### src/rtl/wpc_pkg.sv
package wpc_pkg;
   localparam int NWAYS = 4;
   localparam int POS_W = $clog2(NWAYS);
   localparam int CFG_W = $clog2(NWAYS + 1);

   typedef enum logic [1:0] {
      ENG_IDLE,
      ENG_SUM,
      ENG_MUL,
      ENG_CMP
   } eng_state_t;
endpackage

### src/rtl/wpc_sat_counter.sv
module wpc_sat_counter #(
   parameter int CNT_W = 15
) (
   input  logic             clk,
   input  logic             rst_n,
   input  logic             inc,
   input  logic             restart,
   output logic [CNT_W-1:0] value
);
   localparam logic [CNT_W-1:0] SAT = '1;

   logic [CNT_W-1:0] cnt_q;

   always_ff @(posedge clk) begin
      if (!rst_n)
         cnt_q <= '0;
      else if (restart)
         cnt_q <= CNT_W'(inc);
      else if (inc && (cnt_q != SAT))
         cnt_q <= cnt_q + 1'b1;
   end

   assign value = cnt_q;

   assert_hold_sat_R2: assert property (@(posedge clk) disable iff (!rst_n)
      (cnt_q == SAT && !restart) |=> (cnt_q == SAT));

   assert_step_one_R2: assert property (@(posedge clk) disable iff (!rst_n)
      (inc && !restart && cnt_q != SAT) |=> (cnt_q == $past(cnt_q) + 1'b1));
endmodule

### src/rtl/wpc_pos_counters.sv
module wpc_pos_counters
   import wpc_pkg::*;
#(
   parameter int CNT_W = 15
) (
   input  logic                        clk,
   input  logic                        rst_n,
   input  logic                        ev_hit,
   input  logic [POS_W-1:0]            ev_pos,
   input  logic                        ev_miss,
   input  logic                        restart,
   output logic [NWAYS-1:0][CNT_W-1:0] pos_cnt,
   output logic [CNT_W-1:0]            miss_cnt
);
   generate
      for (genvar p = 0; p < NWAYS; p++) begin : g_pos
         logic             bump;
         logic [CNT_W-1:0] val;
         assign bump = ev_hit && (ev_pos == POS_W'(p));
         wpc_sat_counter #(.CNT_W(CNT_W)) u_cnt (
            .clk     (clk),
            .rst_n   (rst_n),
            .inc     (bump),
            .restart (restart),
            .value   (val)
         );
         assign pos_cnt[p] = val;
      end
   endgenerate

   wpc_sat_counter #(.CNT_W(CNT_W)) u_miss (
      .clk     (clk),
      .rst_n   (rst_n),
      .inc     (ev_miss),
      .restart (restart),
      .value   (miss_cnt)
   );

   assert_excl_event_R2: assert property (@(posedge clk) disable iff (!rst_n)
      !(ev_hit && ev_miss));
endmodule

### src/rtl/wpc_interval_timer.sv
module wpc_interval_timer #(
   parameter int INTERVAL = 15000
) (
   input  logic clk,
   input  logic rst_n,
   input  logic tick,
   output logic wrap
);
   localparam int IW = (INTERVAL > 1) ? $clog2(INTERVAL) : 1;
   localparam logic [IW-1:0] LAST = IW'(INTERVAL - 1);

   logic [IW-1:0] cnt_q;

   assign wrap = tick && (cnt_q == LAST);

   always_ff @(posedge clk) begin
      if (!rst_n)
         cnt_q <= '0;
      else if (wrap)
         cnt_q <= '0;
      else if (tick)
         cnt_q <= cnt_q + 1'b1;
   end

   assert_count_range_R3: assert property (@(posedge clk) disable iff (!rst_n)
      cnt_q <= LAST);

   assert_restart_R3: assert property (@(posedge clk) disable iff (!rst_n)
      wrap |=> (cnt_q == '0));
endmodule

### src/rtl/wpc_cost_engine.sv
module wpc_cost_engine
   import wpc_pkg::*;
#(
   parameter int                      CNT_W    = 15,
   parameter int                      COST_W   = 36,
   parameter int                      LAT_W    = 8,
   parameter int                      PER_W    = 8,
   parameter int                      A_LAT    = 2,
   parameter int                      MISS_PEN = 20,
   parameter logic [NWAYS*LAT_W-1:0]  B_LAT_V  = {8'd0, 8'd2, 8'd5, 8'd8},
   parameter logic [NWAYS*PER_W-1:0]  PERIOD_V = {8'd175, 8'd150, 8'd125, 8'd100}
) (
   input  logic                        clk,
   input  logic                        rst_n,
   input  logic                        start,
   input  logic [NWAYS-1:0][CNT_W-1:0] snap_pos,
   input  logic [CNT_W-1:0]            snap_miss,
   output logic                        dec_valid,
   output logic [CFG_W-1:0]            dec_ways
);
   localparam int BW = $clog2(PER_W + 1);

   eng_state_t                  state_q;
   logic [POS_W-1:0]            k_q;
   logic [NWAYS-1:0][CNT_W-1:0] pos_q;
   logic [CNT_W-1:0]            miss_q;
   logic [COST_W-1:0]           mcand_q;
   logic [PER_W-1:0]            mplier_q;
   logic [COST_W-1:0]           acc_q;
   logic [COST_W-1:0]           best_q;
   logic [POS_W-1:0]            best_k_q;
   logic [BW-1:0]               bit_q;

   logic [COST_W-1:0] a_sum, b_sum, weighted;
   logic [LAT_W-1:0]  b_lat;
   logic [PER_W-1:0]  period;
   logic              win;

   always_comb begin
      a_sum = '0;
      b_sum = '0;
      for (int p = 0; p < NWAYS; p++) begin
         if (p <= int'(k_q))
            a_sum = a_sum + COST_W'(pos_q[p]);
         else
            b_sum = b_sum + COST_W'(pos_q[p]);
      end
      b_lat    = B_LAT_V[int'(k_q)*LAT_W +: LAT_W];
      period   = PERIOD_V[int'(k_q)*PER_W +: PER_W];
      weighted = a_sum * COST_W'(A_LAT)
               + b_sum * COST_W'(b_lat)
               + COST_W'(miss_q) * COST_W'(MISS_PEN);
      win      = (k_q == '0) || (acc_q < best_q);
   end

   always_ff @(posedge clk) begin
      if (!rst_n) begin
         state_q   <= ENG_IDLE;
         k_q       <= '0;
         pos_q     <= '0;
         miss_q    <= '0;
         mcand_q   <= '0;
         mplier_q  <= '0;
         acc_q     <= '0;
         best_q    <= '0;
         best_k_q  <= '0;
         bit_q     <= '0;
         dec_valid <= 1'b0;
         dec_ways  <= CFG_W'(1);
      end else begin
         dec_valid <= 1'b0;
         case (state_q)
            ENG_IDLE: begin
               if (start) begin
                  pos_q   <= snap_pos;
                  miss_q  <= snap_miss;
                  k_q     <= '0;
                  state_q <= ENG_SUM;
               end
            end
            ENG_SUM: begin
               mcand_q  <= weighted;
               mplier_q <= period;
               acc_q    <= '0;
               bit_q    <= '0;
               state_q  <= ENG_MUL;
            end
            ENG_MUL: begin
               if (mplier_q[0])
                  acc_q <= acc_q + mcand_q;
               mcand_q  <= mcand_q << 1;
               mplier_q <= mplier_q >> 1;
               bit_q    <= bit_q + 1'b1;
               if (bit_q == BW'(PER_W - 1))
                  state_q <= ENG_CMP;
            end
            default: begin
               if (win) begin
                  best_q   <= acc_q;
                  best_k_q <= k_q;
               end
               if (k_q == POS_W'(NWAYS - 1)) begin
                  dec_valid <= 1'b1;
                  dec_ways  <= CFG_W'(win ? k_q : best_k_q) + CFG_W'(1);
                  state_q   <= ENG_IDLE;
               end else begin
                  k_q     <= k_q + 1'b1;
                  state_q <= ENG_SUM;
               end
            end
         endcase
      end
   end

   assert_start_idle_R7: assert property (@(posedge clk) disable iff (!rst_n)
      start |-> (state_q == ENG_IDLE));

   assert_pulse_once_R7: assert property (@(posedge clk) disable iff (!rst_n)
      dec_valid |=> !dec_valid);

   assert_best_le_R6: assert property (@(posedge clk) disable iff (!rst_n)
      (state_q == ENG_CMP && k_q != '0) |=> (best_q <= $past(acc_q)));
endmodule

### src/rtl/wpc_reconfig_ctrl.sv
module wpc_reconfig_ctrl
   import wpc_pkg::*;
#(
   parameter int                      INTERVAL = 15000,
   parameter int                      CNT_W    = 15,
   parameter int                      COST_W   = 36,
   parameter int                      LAT_W    = 8,
   parameter int                      PER_W    = 8,
   parameter int                      A_LAT    = 2,
   parameter int                      MISS_PEN = 20,
   parameter logic [NWAYS*LAT_W-1:0]  B_LAT_V  = {8'd0, 8'd2, 8'd5, 8'd8},
   parameter logic [NWAYS*PER_W-1:0]  PERIOD_V = {8'd175, 8'd150, 8'd125, 8'd100}
) (
   input  logic             clk,
   input  logic             rst_n,
   input  logic             acc_hit,
   input  logic [1:0]       acc_hit_pos,
   input  logic             acc_miss,
   input  logic             inst_retire,
   output logic [2:0]       cfg_ways,
   output logic             cfg_valid
);
   localparam int DEC_CYCLES = NWAYS * (PER_W + 2) + 1;
   localparam int MIN_COST_W = CNT_W + 2 + LAT_W + 2 + PER_W;

   generate
      if (INTERVAL <= DEC_CYCLES) begin : g_bad_interval
         $error("INTERVAL must exceed the decision time");
      end
      if (COST_W < MIN_COST_W) begin : g_bad_cost_w
         $error("COST_W too narrow for the weighted product");
      end
      if (POS_W != 2 || CFG_W != 3) begin : g_bad_ways
         $error("port widths assume a four-way cache");
      end
   endgenerate

   logic                        wrap;
   logic [NWAYS-1:0][CNT_W-1:0] pos_cnt;
   logic [CNT_W-1:0]            miss_cnt;

   wpc_interval_timer #(.INTERVAL(INTERVAL)) u_timer (
      .clk   (clk),
      .rst_n (rst_n),
      .tick  (inst_retire),
      .wrap  (wrap)
   );

   wpc_pos_counters #(.CNT_W(CNT_W)) u_counters (
      .clk      (clk),
      .rst_n    (rst_n),
      .ev_hit   (acc_hit),
      .ev_pos   (acc_hit_pos),
      .ev_miss  (acc_miss),
      .restart  (wrap),
      .pos_cnt  (pos_cnt),
      .miss_cnt (miss_cnt)
   );

   wpc_cost_engine #(
      .CNT_W    (CNT_W),
      .COST_W   (COST_W),
      .LAT_W    (LAT_W),
      .PER_W    (PER_W),
      .A_LAT    (A_LAT),
      .MISS_PEN (MISS_PEN),
      .B_LAT_V  (B_LAT_V),
      .PERIOD_V (PERIOD_V)
   ) u_engine (
      .clk       (clk),
      .rst_n     (rst_n),
      .start     (wrap),
      .snap_pos  (pos_cnt),
      .snap_miss (miss_cnt),
      .dec_valid (cfg_valid),
      .dec_ways  (cfg_ways)
   );

   assert_cfg_hold_R7: assert property (@(posedge clk) disable iff (!rst_n)
      !cfg_valid |-> $stable(cfg_ways));

   assert_cfg_range_R7: assert property (@(posedge clk) disable iff (!rst_n)
      (cfg_ways >= 3'd1) && (cfg_ways <= 3'd4));
endmodule

### config.mk
export PLATFORM = sky130hd
export DESIGN_NAME = wpc_reconfig_ctrl
export DESIGN_NICKNAME = d
export VERILOG_FILES = /design/src/rtl/wpc_pkg.sv /design/src/rtl/wpc_sat_counter.sv /design/src/rtl/wpc_pos_counters.sv /design/src/rtl/wpc_interval_timer.sv /design/src/rtl/wpc_cost_engine.sv /design/src/rtl/wpc_reconfig_ctrl.sv
export SDC_FILE = /design/constraint.sdc
export NUM_CORES = 1
export LEC_CHECK = 0
export BUFFER_PORTS_ARGS = -buffer_cell sky130_fd_sc_hd__buf_4
export CAP_MARGIN = 20
export CORE_UTILIZATION = 55
export CTS_BUF_LIST = sky130_fd_sc_hd__clkbuf_8
export DETAILED_ROUTE_END_ITERATION = 10
export GPL_TIMING_DRIVEN = 0
export PLACE_DENSITY = 0.75
export SLEW_MARGIN = 20
export SYNTH_ARGS = -nofsm -noshare
export SYNTH_HDL_FRONTEND = slang
export SYNTH_HIERARCHICAL = 1
export SYNTH_SLANG_ARGS = --single-unit
### constraint.sdc
create_clock -name clk -period 9.1 [get_ports clk]
set_input_delay 1.82 -clock clk [delete_from_list [all_inputs] [get_ports clk]]
set_output_delay 1.82 -clock clk [all_outputs]
set_load 0.01 [all_outputs]
==> report_table.html <==
<table>
<tr><th>Metric</th><th>Value</th></tr>
<tr><th colspan="2">Worst hold path</th></tr>
<tr><td>Class of the most critical hold timing path</td><td>flip-flop to flip-flop</td></tr>
<tr><td>Endpoint, Worst Hold</td><td>u_engine/best_q[31]</td></tr>
<tr><td>Hold path startpoint</td><td>u_engine/best_q[31]</td></tr>
<tr><td>Depth of the worst hold-timing path</td><td>2</td></tr>
<tr><th colspan="2">Layout</th></tr>
<tr><td>Post-layout net count</td><td>between 3000 and 4000</td></tr>
<tr><td>Final antenna diode count</td><td>0</td></tr>
<tr><td>Leading cell types in the layout, fill and taps excluded</td><td>398 x sky130_fd_sc_hd__nand2_1, 290 x sky130_fd_sc_hd__dfxtp_1, 237 x sky130_fd_sc_hd__a21oi_1</td></tr>
<tr><td>Leading cell type in the layout, fill and taps excluded</td><td>sky130_fd_sc_hd__nand2_1</td></tr>
<tr><td>Fraction of layout cells with a size suffix above 1</td><td>0.104</td></tr>
<tr><td>Fin cells</td><td>around 3600</td></tr>
<tr><td>Growth of design area from synthesis to finish</td><td>12.2%</td></tr>
<tr><th colspan="2">Setup path</th></tr>
<tr><td>Type of element launching the critical path</td><td>flip-flop</td></tr>
<tr><td>Most prevalent standard cell on the critical path</td><td>sky130_fd_sc_hd__ha_4</td></tr>
<tr><td>Worst Setup Path Type</td><td>flip-flop to flip-flop</td></tr>
<tr><td>Source of the worst register-to-register timing path</td><td>u_engine/pos_q[0]</td></tr>
<tr><td>Buffers and inverters on the worst path</td><td>3</td></tr>
<tr><td>Setup slack of the most critical reg-to-reg path</td><td>about 0.18 ns</td></tr>
<tr><td>Depth of the worst register-to-register path</td><td>37</td></tr>
<tr><td>Worst EP arrival</td><td>between 9 and 10 ns</td></tr>
<tr><td>Required time worst endpoint</td><td>between 9 and 10 ns</td></tr>
<tr><td>Crit path largest cell delay</td><td>around 0.55 ns</td></tr>
<tr><td>Worst-path maximum fanout</td><td>5</td></tr>
<tr><td>Crit path max-delay cell type</td><td>sky130_fd_sc_hd__fa_2</td></tr>
<tr><td>Reg2reg end</td><td>u_engine/mcand_q[21]</td></tr>
<tr><td>Crit-path leading delay family</td><td>adder cells</td></tr>
<tr><td>Category of the worst setup path capture point</td><td>flip-flop</td></tr>
<tr><th colspan="2">STA</th></tr>
<tr><td>Final-report setup violation count</td><td>0</td></tr>
<tr><td>RSZ-0062 raised after global routing</td><td>yes</td></tr>
<tr><td>Hold violation total from the final report</td><td>0</td></tr>
<tr><td>Total Neg Setup Slack</td><td>0 ns</td></tr>
<tr><td>Minimum period implied by the final worst setup slack</td><td>8.92 ns</td></tr>
<tr><td>Slew @ Worst Pin</td><td>roughly 1.2 ns</td></tr>
<tr><td>Clock Skews</td><td>around 0.033 ns</td></tr>
<tr><td>Number of pins with negative max-slew slack in the final report</td><td>0</td></tr>
<tr><td>Share of the cycle needed by the critical path after routing</td><td>0.980</td></tr>
<tr><td>Tightest slew margin relative to the limit</td><td>0.204</td></tr>
<tr><td>Fmax</td><td>112 MHz</td></tr>
<tr><th colspan="2">Yosys</th></tr>
<tr><td>Average cell area after synthesis</td><td>between 8 and 9 um2</td></tr>
<tr><td>Most instantiated flip-flop cell in the synthesis netlist</td><td>sky130_fd_sc_hd__dfxtp_1</td></tr>
<tr><td>Cell area after technology mapping</td><td>roughly 24000 um2</td></tr>
<tr><td>Share of async-settable or async-resettable flops after synthesis</td><td>0</td></tr>
<tr><td>Synthesis Warnings</td><td>6</td></tr>
<tr><td>Part of the Yosys area used for sequential elements</td><td>0.249</td></tr>
<tr><td>Post-Synthesis Net Count</td><td>about 3300</td></tr>
<tr><td>Count of state elements after synthesis</td><td>294</td></tr>
<tr><td>Gate count of the mapped netlist</td><td>about 3000</td></tr>
<tr><td>Number of flops mapped to enable cells by yosys</td><td>0</td></tr>
<tr><td>Number of distinct library cells after synthesis</td><td>94</td></tr>
<tr><th colspan="2">Drt</th></tr>
<tr><td>Ratio of routed vias to standard cells</td><td>6.14</td></tr>
<tr><td>Detailed-route wire length</td><td>between 60000 and 70000 um</td></tr>
<tr><td>WL per Instance</td><td>18.8 um</td></tr>
<tr><td>DRC marker count from the first detailed-route iteration</td><td>~1700</td></tr>
<tr><td>Overall via count from detail_route</td><td>~22000</td></tr>
<tr><td>Final ANT Viol Nets</td><td>0</td></tr>
<tr><td>DRC errors left</td><td>0</td></tr>
<tr><td>First-pass DRT Iterations</td><td>7</td></tr>
<tr><th colspan="2">Run</th></tr>
<tr><td>Max-capacitance violation count</td><td>0</td></tr>
<tr><th colspan="2">Power and ir drop</th></tr>
<tr><td>Internal cell power</td><td>around 2.0 mW</td></tr>
<tr><td>Gate power share</td><td>0.023</td></tr>
<tr><td>Fraction of power spent switching nets</td><td>0.233</td></tr>
<tr><td>NetSw</td><td>just over 0.6 mW</td></tr>
<tr><td>Power per unit of standard cell area</td><td>99.6 nW/um2</td></tr>
<tr><td>Sequential group share of total power</td><td>0.489</td></tr>
<tr><td>Largest voltage drop on the vdd net</td><td>between 0.1 and 0.15 mV</td></tr>
<tr><td>Part of the power in the clock network</td><td>0.489</td></tr>
<tr><td>Sum of internal, switching and leakage power</td><td>2.65 mW</td></tr>
<tr><td>Lkg Pwr</td><td>between 10 and 15 nW</td></tr>
<tr><th colspan="2">CTS</th></tr>
<tr><td>Level count of the clock H-tree</td><td>2</td></tr>
<tr><td>Total clock buffers created by CTS</td><td>52</td></tr>
<tr><td>Number of sinks driven by the clock tree</td><td>294</td></tr>
<tr><td>Clock-pin slew on the worst setup and hold paths</td><td>0.06 ns</td></tr>
<tr><td>Clock latency on the worst-skew pair</td><td>0.65 ns</td></tr>
<tr><td>CTS tree</td><td>built</td></tr>
<tr><td>Clock root cell</td><td>sky130_fd_sc_hd__clkbuf_8</td></tr>
<tr><td>Maximum buffer depth of the clock tree</td><td>3</td></tr>
<tr><th colspan="2">Global routing</th></tr>
<tr><td>Global-route wire length before repair</td><td>approximately 110000 um</td></tr>
<tr><td>Met1 demand-to-capacity share in global routing</td><td>0.387</td></tr>
<tr><td>Layer carrying the most global-route usage</td><td>met2</td></tr>
<tr><td>Number of global-route vias before repair</td><td>around 21000</td></tr>
<tr><td>Number of antenna violations at the first check in global routing</td><td>2</td></tr>
<tr><td>GR met3 Demand/Resource</td><td>0.0465</td></tr>
<tr><td>Combined global-route utilization of all metal layers</td><td>0.305</td></tr>
<tr><td>Overflow left after global routing</td><td>0</td></tr>
<tr><td>GR met2 Demand/Resource</td><td>0.516</td></tr>
<tr><td>Pin count of the biggest net entering global routing</td><td>19</td></tr>
<tr><th colspan="2">Place</th></tr>
<tr><td>Count of input and output buffers</td><td>8</td></tr>
<tr><td>GP Congestion</td><td>0.945</td></tr>
<tr><td>Placed Instances</td><td>3499</td></tr>
<tr><td>DP HPWL</td><td>around 52000 um</td></tr>
<tr><th colspan="2">Die</th></tr>
<tr><td>Overall die height</td><td>between 200 and 250 um</td></tr>
<tr><td>Initial standard-cell utilization of the core</td><td>0.561</td></tr>
<tr><td>Std-Cell Core Area</td><td>approximately 42000 um2</td></tr>
<tr><td>Die footprint</td><td>between 40000 and 50000 um2</td></tr>
<tr><td>Cell Rows</td><td>75</td></tr>
<tr><td>Die Wd</td><td>roughly 210 um</td></tr>
<tr><td>Count of pins on the block boundary</td><td>11</td></tr>
<tr><th colspan="2">Run status</th></tr>
<tr><td>Result of the run</td><td>finished, final reports clean</td></tr>
</table>
[cells in the mapped netlist, types with 35 or more instances]
library cell	instances	area share
sky130_fd_sc_hd__a21oi_1	256	0.054
sky130_fd_sc_hd__a21o_1	60	0.019
sky130_fd_sc_hd__dfxtp_1	294	0.25
sky130_fd_sc_hd__o21a_1	35	0.011
sky130_fd_sc_hd__nand2b_1	44	0.012
sky130_fd_sc_hd__and2_1	42	0.011
sky130_fd_sc_hd__fa_1	73	0.062
sky130_fd_sc_hd__and3_1	40	0.011
sky130_fd_sc_hd__clkbuf_1	110	0.017
sky130_fd_sc_hd__nor2_1	173	0.027
sky130_fd_sc_hd__inv_1	225	0.036
sky130_fd_sc_hd__o21ai_0	154	0.033
sky130_fd_sc_hd__nand2_1	398	0.063
sky130_fd_sc_hd__xor2_1	48	0.018
sky130_fd_sc_hd__nor3_1	44	0.0093
sky130_fd_sc_hd__xnor2_1	65	0.024
sky130_fd_sc_hd__nand3_1	72	0.015
sky130_fd_sc_hd__ha_1	255	0.13
sky130_fd_sc_hd__mux2i_1	69	0.029
[worst max path at each step]
stage | start | to | slack (ns) | depth (start not counted)
global route | u_engine/pos_q[0] | u_engine/mcand_q[21] | -0.14 | 37
CTS | u_engine/k_q[0] | u_engine/mcand_q[18] | -0.007 | 38
detailed placement | u_engine/k_q[0] | u_engine/mcand_q[15] | -1.26 | 41
floorplan | u_engine/pos_q[0] | u_engine/mcand_q[21] | 0.41 | 37
finish | u_engine/pos_q[0] | u_engine/mcand_q[21] | 0.18 | 37
global placement | u_engine/k_q[0] | u_engine/mcand_q[15] | -1.27 | 41
[registers in the layout (all words and copies together), names as in the netlist, 3 cells and up]
register	flops
u_engine/acc_q	36
u_counters/u_miss/value	15
u_engine/miss_q	15
u_engine/dec_ways	3
u_engine/mplier_q	8
u_engine/mcand_q	36
u_engine/best_q	36
u_engine/pos_q	60
u_counters/g_pos.u_cnt/value	60
u_timer/cnt_q	14
u_engine/bit_q	4
[metal layers]
metal / wire, um / up-vias
li1: - / 10700
met1: 29100 / 10600
met2: 31800 / 763
met3: 4350 / 187
met4: 2720 / 0
met5: 0 / -
[through the flow]
| step | instance area, um2 | hold slack (ns) | worst slack (ns) | util |
|---|---|---|---|---|
| floorplan | 23700 | 0.435 | 0.406 | - |
| global placement | 24400 | 0.442 | -1.27 | 0.578 |
| detailed placement | 24400 | 0.448 | -1.26 | 0.579 |
| CTS | 25900 | 0.460 | -0.00732 | 0.614 |
| global route | 26600 | 0.471 | -0.137 | 0.629 |
| finish | 26600 | 0.458 | 0.181 | 0.629 |
[tightest hold or removal path, cell delays in order (launching register included)]
cell and delay [ns]:
sky130_fd_sc_hd__dfxtp_1 0.31, sky130_fd_sc_hd__nand2_1 0.05, sky130_fd_sc_hd__mux2i_1 0.05
[what timing repair did]
action | in CTS | in global routing
endpoints found under the setup margin | 16 | 14
setup buffers | 9 | 26
cloned | 0 | 0
hold buffers | 0 | 0
gates resized for setup | 74 | 112
endpoints found under the hold margin | 0 | 0
pin swaps | 30 | 70
[kinds of logic (layout without fill, tap and decap cells)]
| kind of cell | after synthesis | in the layout | share of synthesized area |
|---|---|---|---|
| and+or+nand+nor | 1001 | 1001 | 0.209 |
| xor gates and xnor gates | 113 | 113 | 0.0418 |
| buffers and inverters | 359 | 493 | 0.0588 |
| other | 1 | 1 | 0.000158 |
| muxes | 79 | 79 | 0.0339 |
| DFF | 294 | 294 | 0.249 |
| AOI/OAI and AO/OA | 775 | 775 | 0.211 |
| adders and majority gates | 328 | 328 | 0.196 |
[layout make-up]
| class | instances | area [um2] |
|---|---|---|
| Buffer | 133 | 591 |
| Clock buffer | 65 | 895 |
| Clock inverter | 24 | 194 |
| Fill cell | 3700 | 15600 |
| Inverter | 226 | 852 |
| Multi-Input combinational cell | 2297 | 17100 |
| Sequential cell | 294 | 5900 |
| Tap cell | 539 | 674 |
| Timing Repair Buffer | 45 | 338 |
[power by group through the flow]
stage,clock (mW),sequential [mW],combinational (mW)
2_1_floorplan,0,1.32,0.0338
3_3_place_gp,0,1.32,0.0544
3_5_place_dp,0,1.32,0.0565
4_1_cts,1.32,1.29,0.0573
5_1_grt,1.38,1.29,0.0641
6_report,1.29,1.29,0.0597
Power figures use the tool's default switching activity.
